[src/rtl/cecrx_pkg.sv]
package cecrx_pkg;

    localparam int NTHR  = 13;
    localparam int IDX_W = 4;

    // threshold numbering
    localparam int T_ST_LOW_MIN  = 0;
    localparam int T_ST_LOW_MAX  = 1;
    localparam int T_ST_HIGH_MIN = 2;
    localparam int T_ST_HIGH_MAX = 3;
    localparam int T_ST_TOT_MIN  = 4;
    localparam int T_ST_TOT_MAX  = 5;
    localparam int T_ONE_MIN     = 6;
    localparam int T_ONE_MAX     = 7;
    localparam int T_ZERO_MIN    = 8;
    localparam int T_ZERO_MAX    = 9;
    localparam int T_PER_MIN     = 10;
    localparam int T_HIGH_MAX    = 11;
    localparam int T_LOW_ERR     = 12;

    typedef enum logic [1:0] {
        ST_HUNT = 2'd0,
        ST_LOW  = 2'd1,
        ST_HIGH = 2'd2
    } rx_state_e;

    typedef enum logic [1:0] {
        ERR_START  = 2'd0,
        ERR_LOW    = 2'd1,
        ERR_PERIOD = 2'd2,
        ERR_HIGH   = 2'd3
    } err_kind_e;

    typedef struct packed {
        logic      start;
        logic      bit_vld;
        logic      bit_val;
        logic      err;
        err_kind_e kind;
    } rx_event_t;

    // reset values in ticks of a 32768 Hz time base
    function automatic int unsigned thr_default(input int unsigned idx);
        case (idx)
            T_ST_LOW_MIN:  return 115;
            T_ST_LOW_MAX:  return 128;
            T_ST_HIGH_MIN: return 20;
            T_ST_HIGH_MAX: return 33;
            T_ST_TOT_MIN:  return 141;
            T_ST_TOT_MAX:  return 154;
            T_ONE_MIN:     return 13;
            T_ONE_MAX:     return 26;
            T_ZERO_MIN:    return 43;
            T_ZERO_MAX:    return 56;
            T_PER_MIN:     return 67;
            T_HIGH_MAX:    return 92;
            T_LOW_ERR:     return 111;
            default:       return 0;
        endcase
    endfunction

endpackage

[src/rtl/cecrx_line_in.sv]
module cecrx_line_in #(
    parameter int STAGES = 2
) (
    input  logic clk,
    input  logic rst,
    input  logic tick,
    input  logic line,
    output logic fall,
    output logic rise
);
    logic [STAGES-1:0] chain;
    logic              prev;
    logic              cur;

    always_ff @(posedge clk) begin
        if (rst) begin
            chain <= '1;
            prev  <= 1'b1;
        end else begin
            chain <= {chain[STAGES-2:0], line};
            if (tick) prev <= cur;
        end
    end

    assign cur  = chain[STAGES-1];
    assign fall = tick & prev & ~cur;
    assign rise = tick & ~prev & cur;
endmodule

[src/rtl/cecrx_thr_regs.sv]
module cecrx_thr_regs
    import cecrx_pkg::*;
#(
    parameter int TW = 10
) (
    input  logic                      clk,
    input  logic                      rst,
    input  logic                      cfg_wr,
    input  logic [IDX_W-1:0]          cfg_idx,
    input  logic [TW-1:0]             cfg_data,
    output logic [NTHR-1:0][TW-1:0]   thr
);
    always_ff @(posedge clk) begin
        if (rst) begin
            for (int i = 0; i < NTHR; i++) thr[i] <= TW'(thr_default(i));
        end else if (cfg_wr) begin
            for (int i = 0; i < NTHR; i++)
                if (cfg_idx == IDX_W'(i)) thr[i] <= cfg_data;
        end
    end
endmodule

[src/rtl/cecrx_bit_fsm.sv]
module cecrx_bit_fsm
    import cecrx_pkg::*;
#(
    parameter int TW = 10
) (
    input  logic                    clk,
    input  logic                    rst,
    input  logic                    tick,
    input  logic                    fall,
    input  logic                    rise,
    input  logic                    frame_end,
    input  logic [NTHR-1:0][TW-1:0] thr,
    output rx_event_t               ev
);
    localparam logic [TW-1:0] CNT_MAX = '1;

    rx_state_e     state, st_n;
    logic [TW-1:0] cnt, low_len, low_n;
    logic          is_start, start_n;
    logic [TW-1:0] el, hi_el;
    rx_event_t     ev_n;

    function automatic logic win(input logic [TW-1:0] v, lo, hi);
        return (v >= lo) && (v <= hi);
    endfunction

    // ticks since the last falling edge, saturating
    assign el    = (cnt == CNT_MAX) ? cnt : cnt + TW'(1);
    assign hi_el = el - low_len;

    always_comb begin
        st_n    = state;
        low_n   = low_len;
        start_n = is_start;
        ev_n    = '0;
        if (tick) begin
            unique case (state)
                ST_HUNT: begin
                    if (fall) begin
                        st_n    = ST_LOW;
                        start_n = 1'b1;
                    end
                end
                ST_LOW: begin
                    if (rise) begin
                        low_n = el;
                        if (is_start) begin
                            if (win(el, thr[T_ST_LOW_MIN], thr[T_ST_LOW_MAX])) st_n = ST_HIGH;
                            else begin
                                ev_n.err  = 1'b1;
                                ev_n.kind = ERR_START;
                                st_n      = ST_HUNT;
                            end
                        end else if (win(el, thr[T_ONE_MIN], thr[T_ONE_MAX])) begin
                            ev_n.bit_vld = 1'b1;
                            ev_n.bit_val = 1'b1;
                            st_n         = ST_HIGH;
                        end else if (win(el, thr[T_ZERO_MIN], thr[T_ZERO_MAX])) begin
                            ev_n.bit_vld = 1'b1;
                            ev_n.bit_val = 1'b0;
                            st_n         = ST_HIGH;
                        end else begin
                            ev_n.err  = 1'b1;
                            ev_n.kind = ERR_LOW;
                            st_n      = ST_HUNT;
                        end
                    end else if (is_start && el > thr[T_ST_LOW_MAX]) begin
                        ev_n.err  = 1'b1;
                        ev_n.kind = ERR_START;
                        st_n      = ST_HUNT;
                    end else if (!is_start && el > thr[T_LOW_ERR]) begin
                        ev_n.err  = 1'b1;
                        ev_n.kind = ERR_LOW;
                        st_n      = ST_HUNT;
                    end
                end
                ST_HIGH: begin
                    if (fall) begin
                        st_n = ST_LOW;
                        if (is_start) begin
                            if (win(hi_el, thr[T_ST_HIGH_MIN], thr[T_ST_HIGH_MAX]) &&
                                win(el, thr[T_ST_TOT_MIN], thr[T_ST_TOT_MAX])) begin
                                ev_n.start = 1'b1;
                                start_n    = 1'b0;
                            end else begin
                                ev_n.err  = 1'b1;
                                ev_n.kind = ERR_START;
                                start_n   = 1'b1;
                            end
                        end else if (el >= thr[T_PER_MIN]) begin
                            start_n = frame_end;
                        end else begin
                            ev_n.err  = 1'b1;
                            ev_n.kind = ERR_PERIOD;
                            start_n   = 1'b1;
                        end
                    end else if (is_start && hi_el > thr[T_ST_HIGH_MAX]) begin
                        ev_n.err  = 1'b1;
                        ev_n.kind = ERR_START;
                        st_n      = ST_HUNT;
                    end else if (!is_start && hi_el > thr[T_HIGH_MAX]) begin
                        ev_n.err  = !frame_end;
                        ev_n.kind = ERR_HIGH;
                        st_n      = ST_HUNT;
                    end
                end
                default: st_n = ST_HUNT;
            endcase
        end
    end

    always_ff @(posedge clk) begin
        if (rst) begin
            state    <= ST_HUNT;
            cnt      <= '0;
            low_len  <= '0;
            is_start <= 1'b1;
            ev       <= '0;
        end else begin
            ev       <= ev_n;
            state    <= st_n;
            low_len  <= low_n;
            is_start <= start_n;
            if (tick) cnt <= fall ? '0 : el;
        end
    end
endmodule

[src/rtl/cecrx_block_asm.sv]
module cecrx_block_asm
    import cecrx_pkg::*;
#(
    parameter int DATA_W = 8
) (
    input  logic              clk,
    input  logic              rst,
    input  rx_event_t         ev,
    output logic              blk_vld,
    output logic [DATA_W-1:0] blk_data,
    output logic              blk_eom,
    output logic              blk_ack,
    output logic              frame_end
);
    localparam int BLK_W = DATA_W + 2;
    localparam int CW    = $clog2(BLK_W);

    logic [BLK_W-2:0] sh;
    logic [CW-1:0]    n;

    always_ff @(posedge clk) begin
        if (rst) begin
            sh        <= '0;
            n         <= '0;
            blk_vld   <= 1'b0;
            blk_data  <= '0;
            blk_eom   <= 1'b0;
            blk_ack   <= 1'b0;
            frame_end <= 1'b0;
        end else begin
            blk_vld <= 1'b0;
            if (ev.start || ev.err) begin
                n         <= '0;
                frame_end <= 1'b0;
            end else if (ev.bit_vld) begin
                sh <= {sh[BLK_W-3:0], ev.bit_val};
                if (n == CW'(BLK_W - 1)) begin
                    blk_vld   <= 1'b1;
                    blk_data  <= sh[BLK_W-2:1];
                    blk_eom   <= sh[0];
                    blk_ack   <= ev.bit_val;
                    frame_end <= sh[0];
                    n         <= '0;
                end else begin
                    n         <= n + CW'(1);
                    frame_end <= 1'b0;
                end
            end
        end
    end
endmodule

[src/rtl/cec_bit_receiver.sv]
module cec_bit_receiver
    import cecrx_pkg::*;
#(
    parameter int TW          = 10,
    parameter int DATA_W      = 8,
    parameter int SYNC_STAGES = 2
) (
    input  logic              clk,
    input  logic              rst,
    input  logic              tick,
    input  logic              cec_line,
    input  logic              cfg_wr,
    input  logic [IDX_W-1:0]  cfg_idx,
    input  logic [TW-1:0]     cfg_data,
    output logic              start_det,
    output logic              bit_vld,
    output logic              bit_val,
    output logic              err_vld,
    output logic [1:0]        err_kind,
    output logic              blk_vld,
    output logic [DATA_W-1:0] blk_data,
    output logic              blk_eom,
    output logic              blk_ack
);
    logic                    fall, rise, frame_end;
    logic [NTHR-1:0][TW-1:0] thr;
    rx_event_t               ev;

    cecrx_line_in #(.STAGES(SYNC_STAGES)) u_line (
        .clk(clk), .rst(rst), .tick(tick), .line(cec_line),
        .fall(fall), .rise(rise)
    );

    cecrx_thr_regs #(.TW(TW)) u_thr (
        .clk(clk), .rst(rst), .cfg_wr(cfg_wr), .cfg_idx(cfg_idx),
        .cfg_data(cfg_data), .thr(thr)
    );

    cecrx_bit_fsm #(.TW(TW)) u_fsm (
        .clk(clk), .rst(rst), .tick(tick), .fall(fall), .rise(rise),
        .frame_end(frame_end), .thr(thr), .ev(ev)
    );

    cecrx_block_asm #(.DATA_W(DATA_W)) u_asm (
        .clk(clk), .rst(rst), .ev(ev), .blk_vld(blk_vld), .blk_data(blk_data),
        .blk_eom(blk_eom), .blk_ack(blk_ack), .frame_end(frame_end)
    );

    assign start_det = ev.start;
    assign bit_vld   = ev.bit_vld;
    assign bit_val   = ev.bit_val;
    assign err_vld   = ev.err;
    assign err_kind  = ev.kind;
endmodule

[config.mk]
export PLATFORM = sky130hd
export DESIGN_NAME = cec_bit_receiver
export DESIGN_NICKNAME = d
export VERILOG_FILES = /design/src/rtl/cecrx_pkg.sv /design/src/rtl/cecrx_line_in.sv /design/src/rtl/cecrx_thr_regs.sv /design/src/rtl/cecrx_bit_fsm.sv /design/src/rtl/cecrx_block_asm.sv /design/src/rtl/cec_bit_receiver.sv
export SDC_FILE = /design/constraint.sdc
export NUM_CORES = 1
export LEC_CHECK = 0
export ABC_AREA = 1
export BUFFER_PORTS_ARGS = -buffer_cell sky130_fd_sc_hd__buf_4
export CORE_MARGIN = 5
export CORE_UTILIZATION = 35
export DETAILED_ROUTE_END_ITERATION = 8
export PLACE_DENSITY = 0.57
export SLEW_MARGIN = 20
export SYNTH_ARGS = -nofsm -noshare
export SYNTH_HDL_FRONTEND = slang
export SYNTH_SLANG_ARGS = --single-unit
[constraint.sdc]
create_clock -name clk -period 4.74 [get_ports clk]
set_clock_uncertainty 0.05 [all_clocks]
set_input_delay 0.711 -clock clk [delete_from_list [all_inputs] [get_ports clk]]
set_output_delay 0.711 -clock clk [all_outputs]
set_load 0.05 [all_outputs]
==> tab_implementation.tex, run 1 <==
\begin{tabular}{lr}
\hline
Metric & Value \\
\hline
\multicolumn{2}{l}{\textbf{Placement}} \\
Detailed Place HPWL & between 15,000 and 20,000 um \\
Total of buffers placed on input and output ports & 35 \\
Minimum setup slack after placement & between 0.3 and 0.4 ns \\
Gp weighted congestion & between 0.8 and 0.9 \\
\multicolumn{2}{l}{\textbf{Setup path}} \\
Worst path bufs/invs & 2 \\
Sort of element at the start of the critical path & flip-flop \\
CP arrival & roughly 4.6 ns \\
CP Max Fanout & 13 \\
Delay contributed by the slowest stage of the critical path & around 0.45 ns \\
R2R depth & 27 \\
Cell with the biggest individual delay on the critical path & sky130\_fd\_sc\_hd\_\_fa\_1 \\
Capture point of the worst reg-to-reg path & u\_fsm.state[1] \\
Worst reg2reg setup slack & approximately 0.45 ns \\
Most used cell along the critical path & sky130\_fd\_sc\_hd\_\_nand3\_1 \\
Category of the most critical setup path & flip-flop to flip-flop \\
CP endpoint kind & flip-flop \\
Worst reg2reg path startpoint & u\_fsm.cnt[1] \\
Worst path required time & 5.02 ns \\
Cell family contributing the most delay on the critical path & simple AND/OR/NAND/NOR gates \\
\multicolumn{2}{l}{\textbf{Clock network}} \\
Inserted Clock Buffers & 17 \\
Clock latency of the later-clocked register in the worst-skew pair & $\sim$0.44 ns \\
Clock root cell & sky130\_fd\_sc\_hd\_\_clkbuf\_16 \\
Post-CTS Setup Repair Bufs & 0 \\
CTS tree & built \\
Worst-case clock buffer depth & 2 \\
Number of H-tree levels & 4 \\
Clk sinks & around 190 \\
Clock-pin slew of the registers on the worst-case setup and hold paths & 0.07 ns \\
\multicolumn{2}{l}{\textbf{Min path}} \\
Hold Crit Start & u\_line.chain[0] \\
Number of instances on the worst hold path & 1 \\
Worst Hold End & u\_line.chain[1] \\
Class of the worst hold path & flip-flop to flip-flop \\
\multicolumn{2}{l}{\textbf{Logic synthesis}} \\
Post-synthesis cell count & around 1,500 \\
Main area contributors after synthesis & sky130\_fd\_sc\_hd\_\_dfxtp\_1 (35\%), sky130\_fd\_sc\_hd\_\_ha\_1 (17\%), sky130\_fd\_sc\_hd\_\_nand2\_1 (8.8\%) \\
Commonest cells post-synth & sky130\_fd\_sc\_hd\_\_nand2\_1 (250), sky130\_fd\_sc\_hd\_\_inv\_1 (222), sky130\_fd\_sc\_hd\_\_dfxtp\_1 (187) \\
Number of enable-type register cells in the synthesized netlist & 0 \\
Post-Synthesis Net Count & $\sim$1,600 \\
Area share of the leading cell type in the synthesized netlist & 0.349 \\
Most common cell in the netlist & sky130\_fd\_sc\_hd\_\_nand2\_1 \\
Share of synthesized area occupied by flip-flops and latches & 0.349 \\
Number of storage elements in the synthesis netlist & between 150 and 200 \\
Total of warnings raised by yosys & 0 \\
Per-instance average area after synthesis & roughly 7.4 um2 \\
Share of synthesized registers carrying an async set or reset & 0 \\
Syn Std Cell Area & around 0.011 mm2 \\
Number of distinct standard cells referenced by the synthesized netlist & 36 \\
Cell taking the most area after synthesis & sky130\_fd\_sc\_hd\_\_dfxtp\_1 \\
Primary flip-flop cell chosen by synthesis mapping & sky130\_fd\_sc\_hd\_\_dfxtp\_1 \\
\multicolumn{2}{l}{\textbf{Floorplanning}} \\
Number of top-level design ports & 36 \\
Number of placement rows & 64 \\
Starting Density & 0.352 \\
Horizontal die dimension & 185 um \\
Chip Height & around 190 um \\
Core Box Area & approximately 0.030 mm2 \\
Overall die area & approximately 0.034 mm2 \\
\multicolumn{2}{l}{\textbf{Route}} \\
Number of violations reported at the end of detailed-routing iteration 0 & 422 \\
DRT Pass-1 Iters & 5 \\
Via Count & a little over 9,000 \\
Routed wire length per instance & between 15 and 20 um \\
Antenna-violating nets left & 0 \\
Total detailed-routing wirelength & about 28,000 um \\
Number of DRC violations after detailed routing & 0 \\
Routed vias/inst & $\sim$4.8 \\
\multicolumn{2}{l}{\textbf{Global routing}} \\
Wire length of the first global-routing pass & $\sim$45,000 um \\
Antenna violations before repair & 2 \\
Total overflow reported by the global router & 0 \\
Largest net degree at the start of global routing & between 100 and 150 \\
Total global-route track usage & 0.169 \\
Via count of the first global-routing pass & between 8,000 and 9,000 \\
\multicolumn{2}{l}{\textbf{Job}} \\
\# Max-Cap Violations & 0 \\
\multicolumn{2}{l}{\textbf{STA}} \\
Count of endpoints failing setup in the final report & 0 \\
Smallest setup slack after layout & 0.451 ns \\
Unrepaired setup endpoints after global routing & no \\
Worst slew margin & 0.287 \\
Final Hold Viols & 0 \\
Total negative slack for setup checks & 0 ns \\
Crit path time final & 4.29 ns \\
Achievable clock frequency & 233 MHz \\
Transition time of the tightest slew-check pin & $\sim$1.1 ns \\
Final period util & 0.905 \\
Final Max Tran Viols & 0 \\
\multicolumn{2}{l}{\textbf{Finish}} \\
Layout cells sized above 1 & 0.0925 \\
Antenna Cells & 0 \\
Synthesis-to-layout area growth & 11.4\% \\
Fillers & about 3,200 \\
Total number of nets in the final design & 1,633 \\
Post-Route Utilization & 0.392 \\
\multicolumn{2}{l}{\textbf{Power}} \\
Leakage power summed over all cells & about 5.7 nW \\
Worst voltage drop across the vdd grid & about 210 uV \\
Total power per unit cell area & between 200 and 300 mW/mm2 \\
\multicolumn{2}{l}{\textbf{Outcome}} \\
Status & complete, no violations \\
\hline
\end{tabular}
-- metrics by stage --
step                hold slack, ns  cell area, um2  total power, mW  instances
floorplan                    0.339           10700             2.00       1451
global placement             0.345           11400             2.12       1846
detailed placement           0.351           11400             2.13       1846
CTS                          0.368           11900             3.52       1877
global route                 0.376           11900             3.66       1877
finish                       0.363           11900             3.49       1877
-- layout by cell type (no fill, tap or decap), drive strengths merged --
master | netlist | final
nand2 | 252 | 252
clkinv | 1 | 8
dfxtp | 187 | 187
bufinv | 0 | 1
o21a | 8 | 8
nand4 | 13 | 13
clkbuf | 28 | 20
xnor2 | 5 | 5
fa | 1 | 1
or2 | 3 | 3
nand3b | 3 | 3
o22ai | 1 | 1
clkinvlp | 0 | 4
nor2 | 118 | 118
inv | 248 | 247
o211ai | 31 | 31
a21o | 7 | 7
a21oi | 161 | 161
and3 | 1 | 1
a21boi | 2 | 2
o2111ai | 1 | 1
xor2 | 10 | 10
o31ai | 1 | 1
o21ai | 142 | 142
buf | 18 | 45
o21bai | 4 | 4
nor3 | 9 | 9
ha | 144 | 144
nand3 | 52 | 52
-- layout make-up --
| type | count | area (um2) | share of cell area |
|---|---|---|---|
| clock buffer | 20 | 457 | 0.0382 |
| clock inverter | 11 | 97.6 | 0.00817 |
| inverter | 249 | 938 | 0.0786 |
| multi-input combinational | 969 | 5870 | 0.492 |
| sequential | 187 | 3740 | 0.313 |
| tap | 396 | 495 | 0.0415 |
| timing repair buffer | 45 | 338 | 0.0283 |
-- state kept, by name, indices dropped and copies added, names as in the netlist --
| register | count |
|---|---|
| u_asm.blk_eom | 1 |
| u_asm.blk_data | 8 |
| u_asm.n | 4 |
| u_asm.frame_end | 1 |
| u_asm.blk_ack | 1 |
| u_line.prev | 1 |
| u_fsm.state | 2 |
| u_fsm.cnt | 10 |
| u_asm.blk_vld | 1 |
| u_line.chain | 2 |
| u_thr.thr | 130 |
| u_asm.sh | 9 |
| u_fsm.is_start | 1 |
| u_fsm.ev | 6 |
| u_fsm.low_len | 10 |
-- cells by family after synthesis --
kind of cell / Yosys count / share of synthesized area
adder cells (fa/ha/maj): 145 / 0.170
AND/OR/NAND/NOR: 451 / 0.182
buffers and inverters: 295 / 0.106
XOR/XNOR: 15 / 0.0130
AO/OA/AOI/OAI: 358 / 0.180
flip-flops: 187 / 0.349
-- worst max-delay path by stage --
stage | slack (ns) | start | cells after the start | to
3_5_place_dp | 0.39 | u_fsm.cnt[0] | 27 | u_fsm.state[1]
6_report | 0.45 | u_fsm.cnt[1] | 27 | u_fsm.state[1]
2_1_floorplan | 0.70 | u_fsm.cnt[0] | 29 | u_fsm.state[1]
4_1_cts | 0.37 | u_fsm.cnt[0] | 27 | u_fsm.state[1]
3_3_place_gp | 0.52 | u_fsm.cnt[0] | 32 | u_fsm.ev[2]
5_1_grt | 0.02 | u_fsm.cnt[0] | 27 | u_fsm.state[0]
-- metal layers --
| metal | wire, um | global-route usage | part of all wire |
|---|---|---|---|
| met5 | 0 | 0 | 0 |
| met2 | 13300 | 0.288 | 0.47 |
| met4 | 797 | 0.0619 | 0.028 |
| met1 | 13300 | 0.215 | 0.47 |
| met3 | 1070 | 0.0302 | 0.037 |
-- power by group --
part	leakage [nW]	switching, mW	internal [mW]
Sequential	1.51	0.0135	1.60
Clock	0.264	0.639	0.746
Combinational	3.96	0.317	0.167
Total	5.73	0.970	2.52
-- what timing repair did --
item,in CTS,in global routing
setup endpoints to repair,0,3
resized for setup,0,5
hold buffers,0,0
Note: power is estimated with default switching activity, not from simulation.
==> run 2: changes to the inputs <==
Settings changed: BUFFER_PORTS_ARGS -buffer_cell sky130_fd_sc_hd__buf_4 to default, DONT_BUFFER_PORTS from default to 1, PLACE_DENSITY 0.57 to 0.56.
==> tab_implementation.tex, run 2 (same netlist as run 1, synthesis figures left out) <==
\begin{tabular}{lr}
\hline
Metric & Value \\
\hline
\multicolumn{2}{l}{\textbf{Floorplanning}} \\
Overall die area & between 0.03 and 0.04 mm2 \\
Starting Density & 0.352 \\
Horizontal die dimension & roughly 190 um \\
Number of top-level design ports & 36 \\
Core Box Area & just over 0.03 mm2 \\
Number of placement rows & 64 \\
Chip Height & between 150 and 200 um \\
\multicolumn{2}{l}{\textbf{Clock network}} \\
CTS tree & built \\
Number of buffers added to fix hold violations after cts & 0 \\
Number of H-tree levels & 4 \\
Worst-case clock buffer depth & 2 \\
Inserted Clock Buffers & 17 \\
Clock-pin slew of the registers on the worst-case setup and hold paths & 0.08 ns \\
Clock root cell & sky130\_fd\_sc\_hd\_\_clkbuf\_16 \\
Clock latency of the later-clocked register in the worst-skew pair & 0.44 ns \\
Clk sinks & around 190 \\
\multicolumn{2}{l}{\textbf{STA}} \\
Count of endpoints failing setup in the final report & 0 \\
Unrepaired setup endpoints after global routing & no \\
Crit path time final & $\sim$4.3 ns \\
Final Hold Viols & 0 \\
Achievable clock frequency & about 230 MHz \\
Worst slew margin & 0.570 \\
Final Max Tran Viols & 0 \\
Transition time of the tightest slew-check pin & about 0.64 ns \\
Total negative slack for setup checks & 0 ns \\
Final period util & 0.901 \\
Smallest setup slack after layout & about 0.47 ns \\
\multicolumn{2}{l}{\textbf{Finish}} \\
Register area & between 0.003 and 0.004 mm2 \\
Biggest register & u\_thr.thr \\
Leading cell type in the layout, fill and taps excluded & sky130\_fd\_sc\_hd\_\_nand2\_1 \\
Antenna Cells & 0 \\
Total number of nets in the final design & 1,599 \\
Number of flip-flops under the largest register name & 130 \\
Final standard cell count with taps included and fillers excluded & around 1,800 \\
Post-Route Utilization & 0.386 \\
Largest registers in the final layout & u\_thr.thr (130), u\_fsm.cnt (10), u\_fsm.low\_len (10) \\
Synthesis-to-layout area growth & 9.44\% \\
Multi-input combinational cell area & between 0.005 and 0.006 mm2 \\
Most used cells in the layout excluding fill and tap cells & sky130\_fd\_sc\_hd\_\_nand2\_1 (250), sky130\_fd\_sc\_hd\_\_inv\_1 (222), sky130\_fd\_sc\_hd\_\_dfxtp\_1 (187) \\
Fillers & $\sim$3,200 \\
Layout cells sized above 1 & 0.0725 \\
\multicolumn{2}{l}{\textbf{Global routing}} \\
Antenna violations before repair & 0 \\
Wire length of the first global-routing pass & between 40,000 and 50,000 um \\
Total overflow reported by the global router & 0 \\
Largest net degree at the start of global routing & between 100 and 150 \\
Via count of the first global-routing pass & slightly above 8,000 \\
Total global-route track usage & 0.168 \\
\multicolumn{2}{l}{\textbf{Placement}} \\
Number of cells in the design after placement & about 1,800 \\
Minimum setup slack after placement & approximately 0.45 ns \\
Gp weighted congestion & around 0.85 \\
Detailed Place HPWL & $\sim$19,000 um \\
Total of buffers placed on input and output ports & 0 \\
\multicolumn{2}{l}{\textbf{Route}} \\
Via Count & a little under 9,000 \\
Total detailed-routing wirelength & around 28,000 um \\
Routed vias/inst & roughly 4.8 \\
Number of violations reported at the end of detailed-routing iteration 0 & just over 400 \\
Antenna-violating nets left & 0 \\
DRT Pass-1 Iters & 4 \\
Number of DRC violations after detailed routing & 0 \\
Routed wire length per instance & between 15 and 20 um \\
\multicolumn{2}{l}{\textbf{Setup path}} \\
Worst reg2reg path startpoint & u\_fsm.cnt[0] \\
CP Max Fanout & 6 \\
Cell with the biggest individual delay on the critical path & sky130\_fd\_sc\_hd\_\_fa\_1 \\
CP endpoint kind & flip-flop \\
Delay contributed by the slowest stage of the critical path & around 0.4 ns \\
Worst path required time & about 5.1 ns \\
CP arrival & 4.60 ns \\
Critical path origin & u\_fsm.cnt[0] \\
Category of the most critical setup path & flip-flop to flip-flop \\
Sort of element at the start of the critical path & flip-flop \\
\multicolumn{2}{l}{\textbf{Power}} \\
Total power draw & 3.52 mW \\
Total power per unit cell area & 300 mW/mm2 \\
Worst voltage drop across the vdd grid & between 200 and 250 uV \\
Leakage power summed over all cells & roughly 5.6 nW \\
\multicolumn{2}{l}{\textbf{Min path}} \\
Hold Crit Start & rst \\
Class of the worst hold path & primary input to flip-flop \\
\multicolumn{2}{l}{\textbf{Job}} \\
\# Max-Cap Violations & 0 \\
\multicolumn{2}{l}{\textbf{Outcome}} \\
Status & complete, no violations \\
\hline
\end{tabular}
run 2: what timing repair did:
| item | CTS | global route |
|---|---|---|
| endpoints found under the hold margin | 0 | 0 |
| setup buffers | 0 | 0 |
| resized for setup | 0 | 3 |
| setup endpoints to repair | 0 | 3 |
run 2: worst paths after layout:
kind,end,slack [ns],cells past startpoint
min reg2reg,u_line.chain[1],0.36,1
min,u_fsm.cnt[8],0.29,1
max,u_fsm.state[1],0.47,28
max reg2reg,u_fsm.state[1],0.47,28
run 2: metal layers:
metal / part of all wire / wire [um] / GRT usage / vias up
met2: 0.48 / 13400 / 0.292 / 111
met5: 0 / 0 / 0 / -
met4: 0.019 / 537 / 0.0511 / 0
li1: - / - / - / 4708
met3: 0.027 / 750 / 0.0281 / 22
met1: 0.48 / 13300 / 0.215 / 3958
run 2: critical path: cells and delay by family (launching register included):
kind / cells / cell delay, ns
buf+inv: 2 / 0.16
compound gates: 4 / 0.60
fa+ha+maj: 4 / 1.07
simple gates: 16 / 1.65
flops: 1 / 0.40
xor+xnor: 2 / 0.31
run 2: final cells by class:
| class | count | area share |
|---|---|---|
| repair buffers | 11 | 0.00810 |
| clock buffers | 19 | 0.0386 |
| clock inverters | 13 | 0.0119 |
| flip-flops and latches | 187 | 0.319 |
| multi-input cells | 969 | 0.500 |
| inverters | 249 | 0.0797 |
| well taps | 396 | 0.0422 |
run 2: where the power goes:
| group | internal [mW] | switching [mW] | total (mW) |
|---|---|---|---|
| Sequential | 1.60 | 0.0141 | 1.62 |
| Clock | 0.811 | 0.653 | 1.46 |
| Combinational | 0.159 | 0.277 | 0.436 |
run 2: per-stage QoR:
step / cell area [um2] / hold WS, ns
floorplan: 10700 / 0.339
global placement: 11100 / 0.346
detailed placement: 11100 / 0.350
CTS: 11700 / 0.270
global route: 11700 / 0.261
finish: 11700 / 0.292
